`src/rtl/adctrg_pkg.sv`:
```
package adctrg_pkg;

  localparam int unsigned COND_W = 4;

  // Condition codes; the sparse values are part of the block's behaviour.
  typedef enum logic [COND_W-1:0] {
    SEL_EVN_ZERO  = 4'd0,
    SEL_EVN_PRD   = 4'd1,
    SEL_EVN_ZP    = 4'd2,
    SEL_EVN_CUP   = 4'd3,
    SEL_EVN_CDN   = 4'd4,
    SEL_ODD_CUP   = 4'd8,
    SEL_ODD_CDN   = 4'd9
  } trig_sel_e;

  typedef struct packed {
    logic evn_zero;
    logic evn_prd;
    logic evn_cup;
    logic evn_cdn;
    logic odd_cup;
    logic odd_cdn;
  } pair_evt_t;

  // Event qualifying a given code; unlisted codes never qualify.
  function automatic logic code_event(input pair_evt_t e, input int unsigned code);
    logic r;
    case (code)
      int'(SEL_EVN_ZERO): r = e.evn_zero;
      int'(SEL_EVN_PRD):  r = e.evn_prd;
      int'(SEL_EVN_ZP):   r = e.evn_zero | e.evn_prd;
      int'(SEL_EVN_CUP):  r = e.evn_cup;
      int'(SEL_EVN_CDN):  r = e.evn_cdn;
      int'(SEL_ODD_CUP):  r = e.odd_cup;
      int'(SEL_ODD_CDN):  r = e.odd_cdn;
      default:            r = 1'b0;
    endcase
    return r;
  endfunction

endpackage

```
`src/rtl/adctrg_rst_sync.sv`:
```
module adctrg_rst_sync #(
  parameter int unsigned STAGES = 2
) (
  input  logic clk_i,
  input  logic rst_ni,
  output logic rst_ready_o
);
  logic [STAGES-1:0] sync_q;
  logic [STAGES-1:0] sync_d;

  always_comb begin
    sync_d = {sync_q[STAGES-2:0], 1'b1};
  end

  always_ff @(posedge clk_i or negedge rst_ni) begin
    if (!rst_ni) sync_q <= '0;
    else         sync_q <= sync_d;
  end

  assign rst_ready_o = sync_q[STAGES-1];
endmodule

```
`src/rtl/adctrg_decode.sv`:
```
module adctrg_decode #(
  parameter int unsigned CODE_W = adctrg_pkg::COND_W
) (
  input  adctrg_pkg::pair_evt_t evt_i,
  input  logic [CODE_W-1:0]     cond_i,
  output logic                  hit_o
);
  localparam int unsigned NCODES = 1 << CODE_W;

  logic [NCODES-1:0] code_hit;

  for (genvar c = 0; c < NCODES; c++) begin : g_code
    assign code_hit[c] = (cond_i == CODE_W'(c)) &&
                         adctrg_pkg::code_event(evt_i, c);
  end

  assign hit_o = |code_hit;
endmodule

```
`src/rtl/adctrg_flag.sv`:
```
module adctrg_flag (
  input  logic clk_i,
  input  logic rst_ready_i,
  input  logic hit_i,
  input  logic en_i,
  input  logic clr_i,
  output logic trig_o,
  output logic flag_o
);
  logic issue;
  logic flag_q;
  logic flag_d;
  logic flag_ce;

  // Trigger leaves in the cycle of the event; gated until reset has settled.
  always_comb begin
    issue   = hit_i & en_i & rst_ready_i;
    flag_ce = issue | clr_i;
    flag_d  = issue;           // set has priority over clear
  end

  always_ff @(posedge clk_i or negedge rst_ready_i) begin
    if (!rst_ready_i)  flag_q <= 1'b0;
    else if (flag_ce)  flag_q <= flag_d;
  end

  assign trig_o = issue;
  assign flag_o = flag_q;
endmodule

```
`src/rtl/pwm_adc_trig_sel.sv`:
```
module pwm_adc_trig_sel #(
  parameter int unsigned SYNC_STAGES = 2
) (
  input  logic       clk_i,
  input  logic       rst_ni,
  input  logic       evn_zero_i,
  input  logic       evn_prd_i,
  input  logic       evn_cmp_up_i,
  input  logic       evn_cmp_dn_i,
  input  logic       odd_cmp_up_i,
  input  logic       odd_cmp_dn_i,
  input  logic [3:0] cond_i,
  input  logic       trig_en_i,
  input  logic       flag_clr_i,
  output logic       trig_o,
  output logic       flag_o
);
  import adctrg_pkg::*;

  pair_evt_t evt;
  logic      rst_ready;
  logic      hit;

  always_comb begin
    evt.evn_zero = evn_zero_i;
    evt.evn_prd  = evn_prd_i;
    evt.evn_cup  = evn_cmp_up_i;
    evt.evn_cdn  = evn_cmp_dn_i;
    evt.odd_cup  = odd_cmp_up_i;
    evt.odd_cdn  = odd_cmp_dn_i;
  end

  adctrg_rst_sync #(.STAGES(SYNC_STAGES)) u_rst (
    .clk_i       (clk_i),
    .rst_ni      (rst_ni),
    .rst_ready_o (rst_ready)
  );

  adctrg_decode #(.CODE_W(COND_W)) u_dec (
    .evt_i  (evt),
    .cond_i (cond_i),
    .hit_o  (hit)
  );

  adctrg_flag u_flag (
    .clk_i       (clk_i),
    .rst_ready_i (rst_ready),
    .hit_i       (hit),
    .en_i        (trig_en_i),
    .clr_i       (flag_clr_i),
    .trig_o      (trig_o),
    .flag_o      (flag_o)
  );
endmodule

```
`config.mk`:
```
export PLATFORM = sky130hd
export DESIGN_NAME = pwm_adc_trig_sel
export DESIGN_NICKNAME = d
export VERILOG_FILES = /design/src/rtl/adctrg_pkg.sv /design/src/rtl/adctrg_rst_sync.sv /design/src/rtl/adctrg_decode.sv /design/src/rtl/adctrg_flag.sv /design/src/rtl/pwm_adc_trig_sel.sv
export SDC_FILE = /design/constraint.sdc
export NUM_CORES = 1
export LEC_CHECK = 0
export BUFFER_PORTS_ARGS = -buffer_cell sky130_fd_sc_hd__buf_2
export CORE_AREA = 2 2 39 41
export CTS_CLUSTER_SIZE = 8
export DETAILED_ROUTE_END_ITERATION = 16
export DIE_AREA = 0 0 41 43
export PLACE_DENSITY = 0.35
export SLEW_MARGIN = 20
export SYNTH_ARGS = -nofsm -noshare
export SYNTH_HDL_FRONTEND = slang
export SYNTH_SLANG_ARGS = --single-unit
```
`constraint.sdc`:
```
create_clock -name clk_i -period 1.55 [get_ports clk_i]
set_clock_uncertainty 0.05 [all_clocks]
set_input_delay 0.155 -clock clk_i [delete_from_list [all_inputs] [get_ports clk_i]]
set_output_delay 0.155 -clock clk_i [all_outputs]
set_load 0.005 [all_outputs]
```
======== Word-level counts from Yosys, hierarchy flattened ========
Cells that the tools add are included.
operators by class
  equal/unequal tests ..................... 6
  bitwise operators ....................... 4
  reductions and logical operators ........ 9
operators by type and width
  kind                                                 number
  equality test 4 x 2 -> 1 bit, second input constant  2
  equality test 4 bit, second input constant           2
  logical AND 1 bit                                    7
  OR reduction 7 bit                                   1
  equality test 4 x 1 -> 1 bit, second input constant  1
  equality test 4 x 3 -> 1 bit, second input constant  1
  logical NOT 4 bit                                    1
  bitwise AND 1 bit                                    2
  OR 1 bit                                             2
word-level totals
  flip-flop bits (word level) ............. 3
  logic and storage cells ................. 21

======== Longest topological paths before layout ========
Gate-level depths: netlist (run 1).
  depth after elaboration ................. 6
  mapped depth ............................ 3
  mapped depth without buffers ............ 3

======== Hierarchy ========
A second synthesis (run 1) with hierarchy kept.
second synthesis, totals
  cell total of the unflattened synthesis .. 15
  area, all modules ....................... 177.7 um^2
modules (own cells, without submodules)
  module           instances  cells each  area an instance (um^2)  sequential area each (um^2)
  adctrg_decode    1          8           76.3                     0.0
  adctrg_rst_sync  1          3           53.8                     50.0
  adctrg_flag      1          4           47.5                     25.0

======== Least setup slack after synthesis (run 1) ========
No wires, ideal clock.
  kind .................................... input-to-output
  from .................................... in cond_i[0]
  to ...................................... out trig_o
  arrival ................................. 0.828 ns
  data required time ...................... 1.345 ns
  setup slack ............................. 0.517 ns
  stages .................................. 3
  path through ............................ mux2i_1 -> o31a_1 -> nor4_1
between the ends
  cells in the longest elaborated chain, start to end .. 5
  elaborated cells on any way between the ends .. 17
  classes of those cells .................. eq/ne (6); bitwise (2); reduce/logical (9)
ends and longest elaborated chain
  element                                               line                    source
  start: declaration                                    pwm_adc_trig_sel.sv:12  input logic [3:0] cond_i,
  equality test 4 x 1 -> 1 bit (tied with other cells)  adctrg_decode.sv:13     assign code_hit[c] = (cond_i == CODE_W'(c)) &&
  logical AND 1 bit                                     adctrg_decode.sv:13
  OR reduction 7 bit (*)                                adctrg_decode.sv:17     assign hit_o = |code_hit;
  bitwise AND 1 bit (*) (2 in series)                   adctrg_flag.sv:17       issue = hit_i & en_i & rst_ready_i;
  end: declaration                                      pwm_adc_trig_sel.sv:15  output logic trig_o,
Every way passes the cells marked *; elsewhere a longest branch is shown, timed or not.

======== Worst setup path in the final report (run 1) ========
  from .................................... reg u_rst.sync_q[1]
  to ...................................... out trig_o
between the ends
  cells in the longest elaborated chain, start to end .. 1
ends and longest elaborated chain
  element                   line                   source
  start: declaration        adctrg_rst_sync.sv:8   logic [STAGES-1:0] sync_q;
  start signal: assignment  adctrg_rst_sync.sv:17  else sync_q <= sync_d;
  bitwise AND 1 bit         adctrg_flag.sv:17
Every way passes these cells.

==> results of run 1 <==
[cell families (layout without fill, tap and decap cells)]
kind of cell	Yosys count	after routing	synth area share, %
other	1	1	2.16
buffers and inverters	0	21	0
muxes	1	1	5.76
AOI/OAI and AO/OA	6	6	32.4
and+or+nand+nor	5	5	16.5
DFF	3	3	43.2
[worst max-delay path by stage]
stage / from / cells past startpoint / end / slack (ns)
global route: u_rst.sync_q[1]$_DFF_PN0_ / 3 / trig_o / 0.13
CTS: u_rst.sync_q[1]$_DFF_PN0_ / 3 / trig_o / 0.17
global placement: cond_i[0] / 5 / trig_o / 0.21
detailed placement: cond_i[0] / 5 / trig_o / 0.22
floorplan: cond_i[0] / 3 / trig_o / 0.52
finish: u_rst.sync_q[1]$_DFF_PN0_ / 3 / trig_o / 0.20
[synth_stat cells]
master    instances
nand2b_1          1
nor2_1            1
dfrtp_1           3
nor4_1            1
a21boi_0          1
or3b_1            1
mux2i_1           1
a2111o_1          1
o41ai_2           1
conb_1            1
a21oi_1           1
o211ai_1          1
nand2_1           1
o31a_1            1
[state kept, by name, indices dropped and copies added, names as in the netlist]
name and cells:
u_flag.flag_o 1, u_rst.sync_q 2
[stage by stage]
step | setup slack (ns) | util [%] | hold slack [ns]
6_report | 0.197 | 22.8 | 0.160
5_1_grt | 0.132 | 22.8 | 0.184
4_1_cts | 0.171 | 22.8 | 0.162
3_5_place_dp | 0.223 | 19.4 | -0.106
3_3_place_gp | 0.214 | 19.4 | -0.109
2_1_floorplan | 0.517 | - | -0.191
[layout make-up]
cell class                 instances  area share [%]
clock buffer                       4            8.33
multi-input combinational         13            31.3
sequential                         3            23.8
tap                               16            6.35
timing repair buffer              17            30.2
[critical path, stage by stage (launching register included)]
cell and delay (ns):
dfrtp_1 0.35, o211ai_1 0.14, nor4_1 0.27, buf_2 0.16
[report_power, final]
part / internal (mW) / switching (mW) / leakage (nW)
registers: 0.0832 / 0.00213 / 0.0368
clock network: 0.0963 / 0.0381 / 0.0150
logic: 0.0251 / 0.0188 / 0.104
total: 0.205 / 0.0590 / 0.156
[routing by layer]
metal,part of all wire [%],up-vias,track usage [%]
met5,0,-,0
met4,0,0,8.00
met3,19,0,2.62
met2,44,16,10.9
met1,36,96,6.45
li1,-,104,-
[what timing repair did]
| item | 4_1_cts | 5_1_grt |
|---|---|---|
| setup endpoints to repair | 0 | 0 |
| buffers inserted | 0 | 0 |
| hold endpoints to repair | 3 | 0 |
| hold buffers | 2 | 0 |
==> metrics, run 1 <==
fill cell instance count of the final layout ~170; GRT Overall Usage slightly above 7%; Final Cycle Share 87.3%; worst reg2reg setup slack 0.57 ns; top fanout value on the critical path 2; Vert. Die Dim ~43 microns; worst hold-check path type in -> reg; highest ir drop seen on vdd 352 uV; fraction of post-synthesis cell area in the top cell type by area between 40% and 50%; Period minus WS final about 1.4 ns; post-CTS resize count 0; max-slew violations 0; via count of the first global-routing pass about 230; die boundary width 41 microns; RSZ-0062 raised after global routing false; post-synthesis net count 30; count of inserted antenna diode cells 0; Remaining DRCs 0; I/O pin count 16; mapped cell area about 170 sq um; critical hold path startpoint flag_clr_i; global-route wire length before repair 814 microns; clock-pin slew on the worst setup and hold paths ~0.040 ns; Register Area roughly 75 sq um; number of rows in the core area 14; register area share after synthesis 43.2%; Cell Count, Final, Fillers Out 53; design area between 300 and 400 sq um; number of H-tree branching levels 1; area added between synthesis and finish 81.3%; number of buffers created by CTS 3; dpl cells 47; antenna violations before repair 0; Hold Path Depth 3; gate count after technology mapping 16; most used cells in the layout excluding fill and tap cells 15 x buf_2, 3 x clkbuf_4, 3 x dfrtp_1, 2 x dlygate4sd3_1; FF-to-FF End u_flag.flag_o$_DFFE_PN0P_; number of register bits inferred by synthesis 3; synthesized area per cell 10.9 sq um; type of element capturing the critical path output port; leading post-synthesis cells by cell area dfrtp_1 43%, o41ai_2 9.4%, a2111o_1 6.5%, mux2i_1 5.8%, o31a_1 5.0%; later-pin clock latency in the skew report 0.23 ns; vias after detailed routing about 220; net count reported at finish 52; leakage power figure about 0.16 nW; most common cell after layout, fill and taps aside buf_2; kind of launch point of the worst setup path flop; number of nets with antenna violations after detailed routing 0; dpl cell area approximately 270 sq um; core region area between 1000 and 1500 sq um; Worst Path Class, Setup reg -> out; number of endpoints with negative hold slack in the final report 0; largest area contributor in the netlist dfrtp_1; drt via density 4.08; worst reg2reg path depth 2; clock root buffer clkbuf_4; sum of overflow across all layers after global routing 0; final sum of negative setup slack 0 ns; total power consumption of the routed design between 200 and 300 uW; post-DR wirelength/cell about 11 microns; half-perimeter wire length after placement 466 microns; die area ~1800 sq um; PwrDens approximately 840 nW/um^2; achievable clock frequency ~740 MHz; r2r startpoint u_rst.sync_q[1]$_DFF_PN0_; iteration count of the initial detailed-routing pass 1; status finished clean; weighted congestion at the end of routability-driven global placement ~0.53; fraction of final layout cells sized beyond drive strength 1 51.4%; number of setup violations in the final report 0; effective utilization at floorplan ~13%; clock tree from TritonCTS done; required time of the worst setup path 1.34 ns; maximum clock path buffer count 2; number of distinct library cells after synthesis 14; multi-input gate area in the final layout 98.8 sq um; warning count from the yosys run 0; max-cap check violation count 0; number of sinks handled by clock tree synthesis 3; CP Data Arrival Time between 1 and 1.5 ns; number of I/O port buffers 15; initial drt markers 0; end of the worst hold path u_flag.flag_o$_DFFE_PN0P_; maximum number of pins on one net before global-route repair 6; DRT Wirelength about 560 microns
Power figures use the tool's default switching activity.
==> run 2: changes to the inputs <==
PLACE_DENSITY = default   (was 0.35)
PLACE_DENSITY_LB_ADDON = 0.05   (was default)
==> metrics, run 2 (same netlist as run 1, synthesis figures left out) <==
met1 usage 4.85% (was 6.45%); RSZ-0062 raised after global routing false (unchanged); number of nets with antenna violations after detailed routing 0 (unchanged); type of element capturing the critical path output port (unchanged); vias after detailed routing 203 (was 216); net count reported at finish 52 (unchanged); max-slew violations 0 (unchanged); cells along the critical path o211ai_1 -> nor4_1 -> buf_2 (unchanged); clock root buffer clkbuf_4 (unchanged); layer with the highest usage after global routing met2 (unchanged); number of sinks handled by clock tree synthesis 3 (unchanged); smallest hold slack 0.156 ns (was 0.160 ns); most common cell after layout, fill and taps aside buf_2 (unchanged); maximum clock path buffer count 2 (unchanged); weighted congestion at the end of routability-driven global placement 0.540 (was 0.535); final sum of negative setup slack 0 ns (unchanged); antenna violations before repair 0 (unchanged); clock tree from TritonCTS done (unchanged); number of rows in the core area 14 (unchanged); die area 1760 sq um (unchanged); global-route wire length before repair 607 microns (was 814 microns); number of H-tree branching levels 1 (unchanged); max-cap check violation count 0 (unchanged); total power consumption of the routed design 262 uW (was 264 uW); buffer count from post-CTS setup fixing 0 (unchanged); met3 track utilization from global routing 1.57% (was 2.62%); die boundary width 41 microns (unchanged); DRT Wirelength 478 microns (was 562 microns); CP Data Arrival Time 1.14 ns (was 1.15 ns); later-pin clock latency in the skew report 0.23 ns (about the same); iteration count of the initial detailed-routing pass 1 (unchanged); Vert. Die Dim 43 microns (unchanged); Cell Count, Final, Fillers Out 53 (unchanged); GRT Overall Usage 5.73% (was 7.24%); status finished clean (unchanged); leakage power figure 0.156 nW (unchanged); maximum number of pins on one net before global-route repair 6 (unchanged); post-CTS resize count 0 (unchanged); fraction of final layout cells sized beyond drive strength 1 51.4% (unchanged); count of inserted antenna diode cells 0 (unchanged); clock-pin slew on the worst setup and hold paths 0.04 ns (about the same); achievable clock frequency 741 MHz (was 739 MHz); drt via density 3.83 (was 4.08); dpl cells 47 (unchanged); master of the slowest instance on the critical path dfrtp_1 (unchanged); Crit path largest cell delay 0.35 ns (about the same); required time of the worst setup path 1.34 ns (about the same); met2 layer usage reported by global route 8.44% (was 10.9%); number of endpoints with negative hold slack in the final report 0 (unchanged); Worst Path Class, Setup reg -> out (unchanged); top register by number of flip-flops u_rst.sync_q (unchanged); most used cells in the layout excluding fill and tap cells 15 x buf_2, 3 x clkbuf_4, 3 x dfrtp_1, 2 x dlygate4sd3_1 (unchanged); PwrDens 832 nW/um^2 (was 836 nW/um^2); effective utilization at floorplan 12.6% (unchanged); core region area 1380 sq um (unchanged); Largest register FFs 2 (unchanged); number of buffers created by CTS 3 (unchanged); top fanout value on the critical path 2 (unchanged); sum of overflow across all layers after global routing 0 (unchanged); Remaining DRCs 0 (unchanged); Final Cycle Share 87.0% (was 87.3%); initial drt markers 0 (unchanged); worst hold-check path type in -> reg (unchanged); kind of launch point of the worst setup path flop (unchanged); Period minus WS final 1.35 ns (about the same); number of setup violations in the final report 0 (unchanged); post-DR wirelength/cell 9.02 microns (was 10.6 microns); number of I/O port buffers 15 (unchanged); via count of the first global-routing pass 178 (was 234); highest ir drop seen on vdd 235 uV (was 352 uV); area added between synthesis and finish 81.3% (unchanged); half-perimeter wire length after placement 409 microns (was 466 microns); I/O pin count 16 (unchanged)
-- run 2: cell counts in the layout (fill, tap and decap cells not counted) --
Identical to the previous run, type by type.
-- run 2: layout make-up --
| type | instances | area [sq um] |
|---|---|---|
| fill | 157 | 1070 |
| timing repair buffer | 17 | 95.1 |
| multi-input combinational | 13 | 98.8 |
| tap | 16 | 20.0 |
| clock buffer | 4 | 26.3 |
| sequential | 3 | 75.1 |
-- run 2: per-stage QoR --
step                      setup slack [ns]  util, %  area [sq um]
after floorplan                      0.517        -           174
after global placement               0.245     19.4           269
after detailed placement             0.203     19.4           269
after CTS                            0.156     22.8           315
after global routing                 0.112     22.8           315
final                                0.201     22.8           315
-- run 2: worst paths after layout --
| check | startpoint | endpoint | slack (ns) | cells after the start |
|---|---|---|---|---|
| hold reg to reg | u_rst.sync_q[0]$_DFF_PN0_ | u_rst.sync_q[1]$_DFF_PN0_ | 0.30 | 0 |
| hold / removal | flag_clr_i | u_flag.flag_o$_DFFE_PN0P_ | 0.16 | 3 |
| max in group asynchronous | u_rst.sync_q[1]$_DFF_PN0_ | u_flag.flag_o$_DFFE_PN0P_ | 0.82 | 1 |
| setup reg to reg | u_rst.sync_q[1]$_DFF_PN0_ | u_flag.flag_o$_DFFE_PN0P_ | 0.60 | 2 |
| min in group asynchronous | rst_ni | u_rst.sync_q[0]$_DFF_PN0_ | 0.19 | 2 |
| setup / recovery | u_rst.sync_q[1]$_DFF_PN0_ | trig_o | 0.20 | 3 |
-- run 2: critical path: cells and delay by family, from the launching register on --
kind,cells,cell delay [ns]
AO/OA/AOI/OAI,1,0.12
buffers and inverters,1,0.16
flip-flops,1,0.35
AND/OR/NAND/NOR,1,0.29
-- run 2: layer usage --
metal  vias up  share of wire (%)
li1        106                  -
met1        88                 35
met2         9                 53
met3         0                 12
met4         0                  0
met5         -                  0
-- run 2: power by group --
part / internal (mW) / switching, mW / leakage, nW
clock network: 0.0963 / 0.0380 / 0.0150
registers: 0.0832 / 0.00184 / 0.0368
logic: 0.0251 / 0.0179 / 0.104
-- run 2: repair_timing --
| action | CTS | global route |
|---|---|---|
| hold buffers | 2 | 0 |
| hold endpoints to repair | 3 | 0 |
| endpoints found under the setup margin | 0 | 0 |
==> run 3: changes to the inputs <==
CAP_MARGIN = 20   (was default)
clock period = 1.75 ns   (was 1.55 ns; I/O delays follow)
==> metrics, run 3 (same netlist as run 1, synthesis figures left out) <==
fraction of final layout cells sized beyond drive strength 1 51.4% (unchanged); Worst Path Class, Setup in -> out (was reg -> out); drt via density 3.85 (was 3.83); clock tree from TritonCTS done (unchanged); top register by number of flip-flops u_rst.sync_q (unchanged); cells along the critical path buf_2 -> or3b_1 -> a21oi_1 -> nor4_1 -> buf_2 (was o211ai_1 -> nor4_1 -> buf_2); Hold Path Depth 3 (unchanged); Buf/Inv on CP 2 (was 1); Largest register FFs 2 (unchanged); dpl cells 47 (unchanged); effective utilization at floorplan 12.6% (unchanged); most used cells in the layout excluding fill and tap cells 15 x buf_2, 3 x clkbuf_4, 3 x dfrtp_1, 2 x dlygate4sd3_1 (unchanged); die area 1760 sq um (unchanged); I/O pin count 16 (unchanged); Cell Count, Final, Fillers Out 53 (unchanged); Post-CTS Hold Buffers 2 (unchanged); worst reg2reg path depth 2 (unchanged); kind of launch point of the worst setup path input pin (was flop); post-route core utilization 22.8% (unchanged); sum of overflow across all layers after global routing 0 (unchanged); Remaining DRCs 0 (unchanged); die boundary width 41 microns (unchanged); CP Data Arrival Time 1.13 ns (was 1.14 ns); master of the slowest instance on the critical path or3b_1 (was dfrtp_1); fill cell instance count of the final layout 164 (was 157); RSZ-0062 raised after global routing false (unchanged); weighted congestion at the end of routability-driven global placement 0.504 (was 0.540); number of nets with antenna violations after detailed routing 0 (unchanged); type of element capturing the critical path output port (unchanged); top fanout value on the critical path 5 (was 2); initial drt markers 2 (was 0); net count reported at finish 52 (unchanged); PwrDens 737 nW/um^2 (was 832 nW/um^2); required time of the worst setup path 1.52 ns (was 1.34 ns); max-cap check violation count 0 (unchanged); GRT Overall Usage 5.13% (was 5.73%); vias after detailed routing 204 (was 203); maximum clock path buffer count 2 (unchanged); global-route wire length before repair 558 microns (was 607 microns); smallest hold slack 0.178 ns (was 0.156 ns); max-slew violations 0 (unchanged); number of setup violations in the final report 0 (unchanged); core region area 1380 sq um (unchanged); status finished clean (unchanged); most common cell after layout, fill and taps aside buf_2 (unchanged); post-DR wirelength/cell 9.17 microns (was 9.02 microns); number of rows in the core area 14 (unchanged); number of sinks handled by clock tree synthesis 3 (unchanged); Final Cycle Share between 70% and 80%; r2r startpoint u_rst.sync_q[1]$_DFF_PN0_ (unchanged); number of I/O port buffers 15 (unchanged); clock-pin slew on the worst setup and hold paths 0.03 ns (was 0.04 ns); clock root buffer clkbuf_4 (unchanged); Period minus WS final roughly 1.4 ns; antenna violations before repair 0 (unchanged); worst reg2reg setup slack 0.80 ns (was 0.60 ns); via count of the first global-routing pass 164 (was 178); buffer count from post-CTS setup fixing 0 (unchanged); Crit path largest cell delay 0.37 ns (was 0.35 ns); iteration count of the initial detailed-routing pass 2 (was 1); number of endpoints with negative hold slack in the final report 0 (unchanged); end of the worst hold path u_flag.flag_o$_DFFE_PN0P_ (unchanged); leakage power figure 0.156 nW (unchanged); DRT Wirelength 486 microns (was 478 microns); area added between synthesis and finish 81.3% (unchanged); number of buffers created by CTS 3 (unchanged); FF-to-FF End u_flag.flag_o$_DFFE_PN0P_ (unchanged); highest ir drop seen on vdd 282 uV (was 235 uV); post-CTS resize count 0 (unchanged); maximum number of pins on one net before global-route repair 6 (unchanged); critical hold path startpoint flag_clr_i (unchanged); largest delay contributor family on the critical path simple AND/OR/NAND/NOR gates (was flip-flops); Vert. Die Dim 43 microns (unchanged); worst hold-check path type in -> reg (unchanged); number of H-tree branching levels 1 (unchanged); achievable clock frequency between 700 and 800 MHz; final sum of negative setup slack 0 ns (unchanged); later-pin clock latency in the skew report 0.23 ns (about the same); most used cell along the critical path buf_2; count of inserted antenna diode cells 0 (unchanged)
run 3: cell counts in the layout (fill, tap and decap cells not counted):
No cell type changed its count.
run 3: through the flow:
step | cell area [sq um] | power [mW] | setup slack [ns]
after floorplan | 174 | 0.0892 | 0.677
after global placement | 269 | 0.111 | 0.404
after detailed placement | 269 | 0.112 | 0.368
after CTS | 315 | 0.241 | 0.369
after global routing | 315 | 0.248 | 0.336
final | 315 | 0.232 | 0.398
run 3: how the worst max path moves through the flow:
stage | cells past startpoint | end | startpoint
finish | 5 | trig_o | cond_i[1]
global route | 5 | trig_o | cond_i[1]
CTS | 5 | trig_o | cond_i[0]
detailed placement | 5 | trig_o | cond_i[0]
global placement | 5 | trig_o | cond_i[1]
floorplan | 3 | trig_o | cond_i[0]
run 3: cell type report:
class                           instances  area, sq um  area share [%]
Clock buffer                            4         26.3            8.33
Multi-Input combinational cell         13         98.8            31.3
Tap cell                               16         20.0            6.35
Sequential cell                         3         75.1            23.8
Timing Repair Buffer                   17         95.1            30.2
run 3: worst register-to-register path, delay by kind of cell (launching register included):
family	cells	cell delay (ns)
AOI/OAI and AO/OA	2	0.45
DFF	1	0.34
run 3: where the power goes:
group          internal, mW  switching, mW  leakage [nW]
combinational        0.0222         0.0161         0.104
sequential           0.0737        0.00158        0.0368
clock                0.0853         0.0334        0.0150
total                 0.181         0.0511         0.156
run 3: routing by layer:
metal,vias to the layer above,track usage [%],wire [microns]
li1,103,-,-
met1,92,3.88,179
met2,9,9.06,252
met3,0,0.524,53
met4,0,6.00,0
met5,-,0,0
